$ cat src/rtl/eag_pkg.sv
package eag_pkg;
  localparam int MODE_W = 4;

  typedef enum logic [MODE_W-1:0] {
    AM_IMPL = 4'd0,
    AM_ACCU = 4'd1,
    AM_IMM  = 4'd2,
    AM_ZP   = 4'd3,
    AM_ZPX  = 4'd4,
    AM_ZPY  = 4'd5,
    AM_ABS  = 4'd6,
    AM_ABSX = 4'd7,
    AM_ABSY = 4'd8,
    AM_INDX = 4'd9,
    AM_INDY = 4'd10,
    AM_JIND = 4'd11,
    AM_REL  = 4'd12
  } amode_e;

  typedef enum logic [2:0] {
    ST_IDLE,
    ST_OP1,
    ST_OP2,
    ST_PLO,
    ST_PHI,
    ST_DATA,
    ST_FIN
  } step_e;

  function automatic logic uses_memory(input logic [MODE_W-1:0] m);
    return (m >= 4'(AM_IMM)) && (m <= 4'(AM_REL));
  endfunction
endpackage

$ cat src/rtl/eag_index_add.sv
module eag_index_add #(
  parameter int BYTE_W = 8,
  localparam int ADDR_W = 2 * BYTE_W
) (
  input  logic [ADDR_W-1:0] base,
  input  logic [BYTE_W-1:0] idx,
  input  logic              wrap,
  output logic [ADDR_W-1:0] sum,
  output logic              carry
);
  logic [BYTE_W:0]   lo_ext;
  logic [BYTE_W-1:0] hi;

  always_comb begin
    lo_ext = {1'b0, base[BYTE_W-1:0]} + {1'b0, idx};
    carry  = lo_ext[BYTE_W];
    if (wrap) hi = base[ADDR_W-1:BYTE_W];
    else      hi = base[ADDR_W-1:BYTE_W] + {{(BYTE_W-1){1'b0}}, lo_ext[BYTE_W]};
    sum = {hi, lo_ext[BYTE_W-1:0]};
  end
endmodule

$ cat src/rtl/eag_step_next.sv
module eag_step_next
  import eag_pkg::*;
(
  input  step_e  st,
  input  amode_e md,
  input  logic   go,
  output step_e  nxt
);
  always_comb begin
    nxt = ST_IDLE;
    unique case (st)
      ST_IDLE: nxt = (go && uses_memory(md)) ? ST_OP1 : ST_IDLE;
      ST_OP1: begin
        if (md == AM_IMM || md == AM_REL)                    nxt = ST_FIN;
        else if (md == AM_ZP || md == AM_ZPX || md == AM_ZPY) nxt = ST_DATA;
        else if (md == AM_INDX || md == AM_INDY)             nxt = ST_PLO;
        else                                                 nxt = ST_OP2;
      end
      ST_OP2:  nxt = (md == AM_JIND) ? ST_PLO : ST_DATA;
      ST_PLO:  nxt = ST_PHI;
      ST_PHI:  nxt = ST_DATA;
      ST_DATA: nxt = ST_FIN;
      ST_FIN:  nxt = ST_IDLE;
      default: nxt = ST_IDLE;
    endcase
  end
endmodule

$ cat src/rtl/addr_gen_seq.sv
module addr_gen_seq
  import eag_pkg::*;
#(
  parameter int BYTE_W = 8,
  localparam int ADDR_W = 2 * BYTE_W
) (
  input  logic              clk,
  input  logic              rst,
  input  logic              start,
  input  logic [MODE_W-1:0] mode,
  input  logic [ADDR_W-1:0] pc_in,
  input  logic [BYTE_W-1:0] x_in,
  input  logic [BYTE_W-1:0] y_in,
  input  logic [BYTE_W-1:0] acc_in,
  output logic [ADDR_W-1:0] mem_addr,
  output logic              mem_rd,
  input  logic [BYTE_W-1:0] mem_rdata,
  output logic              busy,
  output logic              done,
  output logic [ADDR_W-1:0] eff_addr,
  output logic [BYTE_W-1:0] operand,
  output logic [ADDR_W-1:0] pc_out,
  output logic              page_cross
);
  step_e             state, state_nxt;
  amode_e            mode_r;
  logic [ADDR_W-1:0] pc_r, ptr_q, ea_q;
  logic [BYTE_W-1:0] x_r, y_r, lo_q;
  logic              cross_q;

  logic              in_zp, in_absidx, two_byte;
  logic [ADDR_W-1:0] dat_base, ptr_base, dat_sum, ptr_sum, ptr_next, rel_tgt;
  logic [BYTE_W-1:0] dat_idx, ptr_idx;
  logic              dat_carry, ptr_carry;

  eag_step_next u_step (
    .st  (state),
    .md  ((state == ST_IDLE) ? amode_e'(mode) : mode_r),
    .go  (start),
    .nxt (state_nxt)
  );

  always_comb begin
    in_zp     = (mode_r == AM_ZP) || (mode_r == AM_ZPX) || (mode_r == AM_ZPY);
    in_absidx = (mode_r == AM_ABSX) || (mode_r == AM_ABSY);
    two_byte  = (mode_r == AM_ABS) || in_absidx || (mode_r == AM_JIND);
    dat_base  = in_zp ? {{BYTE_W{1'b0}}, mem_rdata} : {mem_rdata, lo_q};
    if (mode_r == AM_ZPX || mode_r == AM_ABSX)                              dat_idx = x_r;
    else if (mode_r == AM_ZPY || mode_r == AM_ABSY || mode_r == AM_INDY)   dat_idx = y_r;
    else                                                                   dat_idx = '0;
    ptr_base  = (mode_r == AM_JIND) ? {mem_rdata, lo_q} : {{BYTE_W{1'b0}}, mem_rdata};
    ptr_idx   = (mode_r == AM_INDX) ? x_r : '0;
    ptr_next  = {ptr_q[ADDR_W-1:BYTE_W], ptr_q[BYTE_W-1:0] + BYTE_W'(1)};
    rel_tgt   = pc_r + ADDR_W'(1) + {{BYTE_W{mem_rdata[BYTE_W-1]}}, mem_rdata};
  end

  eag_index_add #(.BYTE_W(BYTE_W)) u_dat_add (
    .base (dat_base), .idx (dat_idx), .wrap (in_zp), .sum (dat_sum), .carry (dat_carry)
  );

  eag_index_add #(.BYTE_W(BYTE_W)) u_ptr_add (
    .base (ptr_base), .idx (ptr_idx), .wrap (1'b1), .sum (ptr_sum), .carry (ptr_carry)
  );

  always_comb begin
    mem_addr = '0;
    mem_rd   = 1'b1;
    unique case (state)
      ST_OP1:  mem_addr = pc_r;
      ST_OP2:  mem_addr = pc_r + ADDR_W'(1);
      ST_PLO:  mem_addr = ptr_sum;
      ST_PHI:  mem_addr = ptr_next;
      ST_DATA: mem_addr = dat_sum;
      default: mem_rd   = 1'b0;
    endcase
  end

  assign busy = (state != ST_IDLE);

  always_ff @(posedge clk) begin
    if (rst) begin
      state      <= ST_IDLE;
      mode_r     <= AM_IMPL;
      pc_r       <= '0;
      x_r        <= '0;
      y_r        <= '0;
      lo_q       <= '0;
      ptr_q      <= '0;
      ea_q       <= '0;
      cross_q    <= 1'b0;
      done       <= 1'b0;
      eff_addr   <= '0;
      operand    <= '0;
      pc_out     <= '0;
      page_cross <= 1'b0;
    end else begin
      state <= state_nxt;
      done  <= 1'b0;
      unique case (state)
        ST_IDLE: if (start) begin
          mode_r  <= amode_e'(mode);
          pc_r    <= pc_in;
          x_r     <= x_in;
          y_r     <= y_in;
          cross_q <= 1'b0;
          if (!uses_memory(mode)) begin
            done       <= 1'b1;
            eff_addr   <= '0;
            operand    <= acc_in;
            pc_out     <= pc_in;
            page_cross <= 1'b0;
          end
        end
        ST_OP2:  lo_q  <= mem_rdata;
        ST_PLO:  ptr_q <= ptr_sum;
        ST_PHI:  lo_q  <= mem_rdata;
        ST_DATA: begin
          ea_q    <= dat_sum;
          cross_q <= dat_carry && in_absidx;
        end
        ST_FIN: begin
          done       <= 1'b1;
          operand    <= mem_rdata;
          page_cross <= cross_q;
          pc_out     <= pc_r + (two_byte ? ADDR_W'(2) : ADDR_W'(1));
          if (mode_r == AM_IMM)      eff_addr <= pc_r;
          else if (mode_r == AM_REL) eff_addr <= rel_tgt;
          else                       eff_addr <= ea_q;
        end
        default: ;
      endcase
    end
  end

  logic unused_carry;
  assign unused_carry = ptr_carry;
endmodule

$ cat config.mk
export PLATFORM = sky130hd
export DESIGN_NAME = addr_gen_seq
export DESIGN_NICKNAME = d
export VERILOG_FILES = /design/src/rtl/eag_pkg.sv /design/src/rtl/eag_index_add.sv /design/src/rtl/eag_step_next.sv /design/src/rtl/addr_gen_seq.sv
export SDC_FILE = /design/constraint.sdc
export NUM_CORES = 1
export LEC_CHECK = 0
export CELL_PAD_IN_SITES_DETAIL_PLACEMENT = 0
export CELL_PAD_IN_SITES_GLOBAL_PLACEMENT = 1
export CORE_ASPECT_RATIO = 1.1
export CORE_MARGIN = 8
export CORE_UTILIZATION = 44
export CTS_BUF_LIST = sky130_fd_sc_hd__clkbuf_16
export DETAILED_ROUTE_END_ITERATION = 10
export PLACE_DENSITY_LB_ADDON = 0.1
export RECOVER_POWER = 100
export SYNTH_ARGS = -nofsm -noshare
export SYNTH_HDL_FRONTEND = slang
export SYNTH_SLANG_ARGS = --single-unit
$ cat constraint.sdc
create_clock -name clk -period 20.1 [get_ports clk]
set_input_delay 6.03 -clock clk [delete_from_list [all_inputs] [get_ports clk]]
set_output_delay 6.03 -clock clk [all_outputs]
set_load 0.02 [all_outputs]
==> results.sh, run 1 <==
export IMPL_violations="max-capacitance violations, max-slew violations"
export IMPL_gp_congestion=0.933
export IMPL_synth_ff_latch_count=122
export IMPL_die_x_microns=148
export IMPL_route_antenna_remaining_nets=0
export IMPL_busiest_layer="met2"
export IMPL_critPathLaunchType="primary input"
export IMPL_grt_total_usage_pct=25.3
export IMPL_via_per_inst=5.92
export IMPL_ctsResizeCount=0
export IMPL_holdBufCountCts=0
export IMPL_fin_skew_ns=0.0116
export IMPL_max_freq_mhz=58.7
export IMPL_pwr_density_cell_nw_per_um2=101
export IMPL_port_buffers=114
export IMPL_drt_iter0_drc=705
export IMPL_cts_sinks=122
export IMPL_routed_wl_mm=30.6
export IMPL_instances_no_fill=1468
export IMPL_worstSkewPairLatency_ns=0.44
export IMPL_regArea_sq_um=2440
export IMPL_fp_dieH_microns=162
export IMPL_setup_tns_ns=0
export IMPL_grt_max_degree=93
export IMPL_netlist_top_cells_count="239 x nand2_1, 122 x dfxtp_1, 109 x a21oi_1"
export IMPL_tightest_slew_ns=4.22
export IMPL_slew_headroom_pct=-181
export IMPL_cts_setup_buffers=0
export IMPL_ys_types=74
export IMPL_firstDrtPassIters=5
export IMPL_postSynthCellCount=1144
export IMPL_overflow=0
export IMPL_total_power_uw=1030
export IMPL_synth_avg_cell_area_sq_um=7.43
export IMPL_place_inst=1436
export IMPL_setup_viol=0
export IMPL_rsz0062_at_grt="false"
export IMPL_synth_nets=1241
export IMPL_cap_violations=4
export IMPL_antenna_found_initial=0
export IMPL_cts_made_buffers=17
export IMPL_antennaDiodeCount=0
export IMPL_drive_gt1_share_pct=6.55
export IMPL_cpMostUsedCell="o21ai_0"
export IMPL_peakVddDrop_uv=65.9
export IMPL_yosysSeqAreaShare_pct=28.8
export IMPL_grt_pass1_wl_mm=47.7
export IMPL_grt_util_met3_pct=4.31
export IMPL_hold_path_class="reg -> reg"
export IMPL_post_dp_hpwl_mm=22.3
export IMPL_clockRootBuffer="clkbuf_16"
export IMPL_cts_tree="built"
export IMPL_async_reset_ff_share_pct=0
export IMPL_status="finished with violations"
export IMPL_synth_top_area_share_pct=28.8
export IMPL_required_ns=14.07
export IMPL_synth_most_common_cell="nand2_1"
export IMPL_path_cells="dlygate4sd3_1, inv_1, o21ai_0, inv_1, fa_1, nor2b_1, o21ai_0, a21boi_0, o21ai_0, a21oi_1, ha_1, ha_1, nand3_1, xor2_1, nor3_1, nor2b_1, a21oi_1, dlygate4sd3_1"
export IMPL_maxSlewViolCount=202
export IMPL_core_sq_um=19000
export IMPL_hold_violations=0
export IMPL_slowest_delay_ns=0.81
export IMPL_yosys_area_top_type="dfxtp_1"
export IMPL_nNetsFinal=1305
export IMPL_leakagePower_uw=0.00398
export IMPL_initial_core_util_pct=44.6
export IMPL_arrival_ns=11.02
export IMPL_synth_cell_area_sq_um=8490
export IMPL_clk_pin_slew_ns=0.06
export IMPL_critical_path_class="in -> out"
export IMPL_io_pins=115
export IMPL_endpoint_kind="output port"
export IMPL_vias=8685
export IMPL_hold_ws_ns=0.444
export IMPL_synth_area_leaders="dfxtp_1 29%, nand2_1 11%, a21oi_1 6.4%"
export IMPL_synth_edf_count=0
export IMPL_use_met1_pct=30.7
export IMPL_fin_crit_ns=17.05
export IMPL_fin_crit_sh_pct=84.8
export IMPL_multi_input_area_sq_um=5580
export IMPL_htree_levels=4
export IMPL_num_fill_cells=1934
export IMPL_ys_flop_type="dfxtp_1"
export IMPL_cts_buffer_depth=2
export IMPL_wl_per_cell_microns=20.8
export IMPL_first_global_vias=8162
export IMPL_use_met2_pct=44.0
export IMPL_drc=0
export IMPL_floorplan_die_area_sq_um=24000
export IMPL_area_delta_synth_final_pct=20.2
export IMPL_worstPathMaxFanout=10
export IMPL_rows=53
export IMPL_critPathSlowestCell="dlygate4sd3_1"
export IMPL_yosysWarnings=0
## where the power goes
group / internal [uW] / switching, uW
Clock: 159 / 129
Sequential: 274 / 57.8
Combinational: 156 / 258
## kinds of logic after synthesis
kind of cell	count (synthesis)	share of synthesized area (%)
buffers and inverters	109	5.41
adders and majority gates	42	6.54
AOI/OAI and AO/OA	316	24.1
muxes	26	3.31
DFF	122	28.8
and+or+nand+nor	472	25.8
xor gates and xnor gates	57	6.07
## worst max-delay path, delay by kind of cell
family / cells / cell delay, ns
buf+inv: 4 / 1.79
compound gates: 6 / 1.39
fa+ha+maj: 3 / 1.07
simple gates: 4 / 0.56
xor+xnor: 1 / 0.17
## registers in the layout, indices dropped and copies added, names as in the netlist
signal / count
mode_r: 4
page_cross: 1
cross_q: 1
ptr_q: 16
x_r: 8
ea_q: 16
pc_r: 16
eff_addr: 16
done: 1
state: 3
operand: 8
pc_out: 16
y_r: 8
lo_q: 8
## routing by layer
layer	up-vias	wire, microns
met5	-	0
met4	0	890
met3	56	1560
met2	261	15400
met1	4163	12700
li1	4205	-
## cells in the final DEF (no fill, tap or decap), drive strengths merged, types with 22 or more instances in the layout
master / count
xor2: 22
nor2: 90
xnor2: 34
o21ai: 58
dlygate4sd3: 64
a22oi: 26
dfxtp: 122
nand2: 239
clkbuf: 22
a311oi: 26
a21oi: 109
ha: 38
inv: 28
nor3: 26
nand3: 27
clkdlybuf4s50: 49
## worst paths after layout
check / slack (ns) / startpoint / cells after the start / to
hold / removal: 0.44 / eff_addr[3]$_SDFFE_PP0P_ / 2 / eff_addr[3]$_SDFFE_PP0P_
setup reg to reg: 14.91 / mode_r[3]$_SDFFE_PP0P_ / 18 / ea_q[14]$_SDFFE_PP0P_
setup / recovery: 3.05 / mem_rdata[1] / 18 / mem_addr[14]
hold reg to reg: 0.44 / eff_addr[3]$_SDFFE_PP0P_ / 2 / eff_addr[3]$_SDFFE_PP0P_
## stage by stage
stage                     worst slack (ns)  util (%)  cell area (sq um)
after CTS                             3.28      53.9              10300
after global routing                  2.54      53.7              10200
after floorplan                       4.83         -               8490
after global placement                3.36      51.0               9720
after detailed placement              3.29      51.0               9720
final                                 3.05      53.7              10200
## cell type report
class / count / area share [%]
clock inverter: 15 / 1.14
clock buffer: 17 / 4.17
sequential: 122 / 23.9
tap: 247 / 3.03
inverter: 21 / 0.772
timing repair buffer: 133 / 12.4
multi-input combinational: 913 / 54.6
Power figures use the tool's default switching activity.
==> inputs of run 2 (changes only) <==
Settings changed: CORE_UTILIZATION 44 to 41.
Clock period 20.1 ns to 16.16 ns, I/O delays scaled along.
==> results.sh, run 2 (synthesized netlist as in run 1, its figures left out) <==
export IMPL_status="finished with violations"
export IMPL_violations="max-capacitance violations, max-slew violations"
export IMPL_port_buffers=114
export IMPL_antenna_found_initial=0
export IMPL_vias=8750
export IMPL_required_ns=11.31
export IMPL_endpoint_kind="output port"
export IMPL_worstPathMaxFanout=10
export IMPL_fin_crit_sh_pct=91.0
export IMPL_max_freq_mhz=68.0
export IMPL_fin_skew_ns=0.0106
export IMPL_setup_tns_ns=0
export IMPL_cts_tree="built"
export IMPL_critPathLaunchType="primary input"
export IMPL_cts_setup_buffers=0
export IMPL_fin_crit_ns=14.70
export IMPL_grt_max_degree=93
export IMPL_switching_share_pct=42.9
export IMPL_slew_headroom_pct=-178
export IMPL_clockRootBuffer="clkbuf_16"
export IMPL_holdBufCountCts=0
export IMPL_total_power_uw=1320
export IMPL_cts_sinks=122
export IMPL_cts_buffer_depth=2
export IMPL_core_sq_um=20400
export IMPL_final_common_cell="nand2_1"
export IMPL_place_area_sq_um=9730
export IMPL_cts_made_buffers=17
export IMPL_hold_path_class="reg -> reg"
export IMPL_final_cell_mix="239 x nand2_1, 122 x dfxtp_1, 109 x a21oi_1"
export IMPL_initial_core_util_pct=41.6
export IMPL_first_global_vias=8577
export IMPL_p_int_uw=753
export IMPL_power_frac_seq_pct=31.1
export IMPL_antennaDiodeCount=0
export IMPL_p_sw_uw=566
export IMPL_fp_dieH_microns=167
export IMPL_maxSlewViolCount=202
export IMPL_wl_per_cell_microns=21.1
export IMPL_min_path_cells=2
export IMPL_drc=0
export IMPL_power_frac_comb_pct=39.7
export IMPL_dpl_worst_slack_ns=1.67
export IMPL_routed_wl_mm=31.2
export IMPL_gp_congestion=0.934
export IMPL_io_pins=115
export IMPL_worstSkewPairLatency_ns=0.43
export IMPL_firstDrtPassIters=6
export IMPL_via_per_inst=5.92
export IMPL_peakVddDrop_uv=89.2
export IMPL_cap_violations=5
export IMPL_die_x_microns=153
export IMPL_rows=55
export IMPL_reg2reg_depth=18
export IMPL_drive_gt1_share_pct=6.63
export IMPL_overflow=0
export IMPL_grt_total_usage_pct=24.1
export IMPL_hold_violations=0
export IMPL_clk_pin_slew_ns=0.07
export IMPL_fin_area_sq_um=10300
export IMPL_setup_viol=0
export IMPL_floorplan_die_area_sq_um=25600
export IMPL_rsz0062_at_grt="false"
export IMPL_leakagePower_uw=0.00399
export IMPL_pwr_density_cell_nw_per_um2=129
export IMPL_arrival_ns=9.85
export IMPL_post_dp_hpwl_mm=22.8
export IMPL_route_antenna_remaining_nets=0
export IMPL_tightest_slew_ns=4.18
export IMPL_area_delta_synth_final_pct=20.8
export IMPL_critical_path_class="in -> out"
export IMPL_clock_power_share_pct=29.2
export IMPL_ctsResizeCount=0
export IMPL_drt_iter0_drc=621
export IMPL_grt_pass1_wl_mm=48.9
export IMPL_htree_levels=4
export IMPL_nNetsFinal=1305
export IMPL_finish_utilization_pct=50.2
export IMPL_setup_ws_ns=1.46
==> run 2: cell count changes in the layout (fill, tap and decap cells not counted), sizes merged <==
| cell | previous run | this run |
|---|---|---|
| clkinv | 6 | 4 |
| bufinv | 0 | 1 |
| inv | 28 | 29 |
==> run 2: cell type report <==
type / count / area, sq um
sequential: 122 / 2440
multi-input combinational: 913 / 5580
fill: 2068 / 10200
clock inverter: 15 / 155
tap: 256 / 320
timing repair buffer: 133 / 1260
inverter: 21 / 78.8
clock buffer: 17 / 425
==> run 2: worst paths after layout <==
check,start,end,slack (ns)
max,mem_rdata[1],mem_addr[14],1.46
min,eff_addr[3]$_SDFFE_PP0P_,eff_addr[3]$_SDFFE_PP0P_,0.45
max reg2reg,mode_r[3]$_SDFFE_PP0P_,ea_q[14]$_SDFFE_PP0P_,11.08
min reg2reg,eff_addr[3]$_SDFFE_PP0P_,eff_addr[3]$_SDFFE_PP0P_,0.45
==> run 2: through the flow <==
stage,hold WS (ns),std cells
2_1_floorplan,0.436,1144
3_3_place_gp,0.432,1445
3_5_place_dp,0.448,1445
4_1_cts,0.457,1477
5_1_grt,0.482,1477
6_report,0.449,1477
==> run 2: power by group through the flow <==
| stage | combinational (uW) | clock (uW) | sequential, uW |
|---|---|---|---|
| 6_report | 523 | 386 | 410 |
| 4_1_cts | 529 | 391 | 410 |
| 2_1_floorplan | 378 | 0 | 378 |
| 5_1_grt | 571 | 402 | 416 |
| 3_5_place_dp | 526 | 0 | 417 |
| 3_3_place_gp | 526 | 0 | 415 |
==> run 2: metal layers <==
metal	global-route usage (%)	up-vias	routed length (microns)
met4	9.78	0	894
met5	0	-	0
met1	28.8	4219	13200
met3	3.13	56	1430
li1	-	4218	-
met2	42.7	257	15700
==> run 2: worst max-delay path: stages <==
cell,delay (ns)
dlygate4sd3_1,0.78
inv_1,0.17
o21ai_0,0.27
inv_1,0.10
fa_1,0.46
nor2b_1,0.12
o21ai_0,0.09
a21boi_0,0.42
o21ai_0,0.19
a21oi_1,0.23
ha_1,0.25
ha_1,0.33
nand3_1,0.14
xor2_1,0.18
nor3_1,0.22
nor2b_1,0.09
a21oi_1,0.22
dlygate4sd3_1,0.72
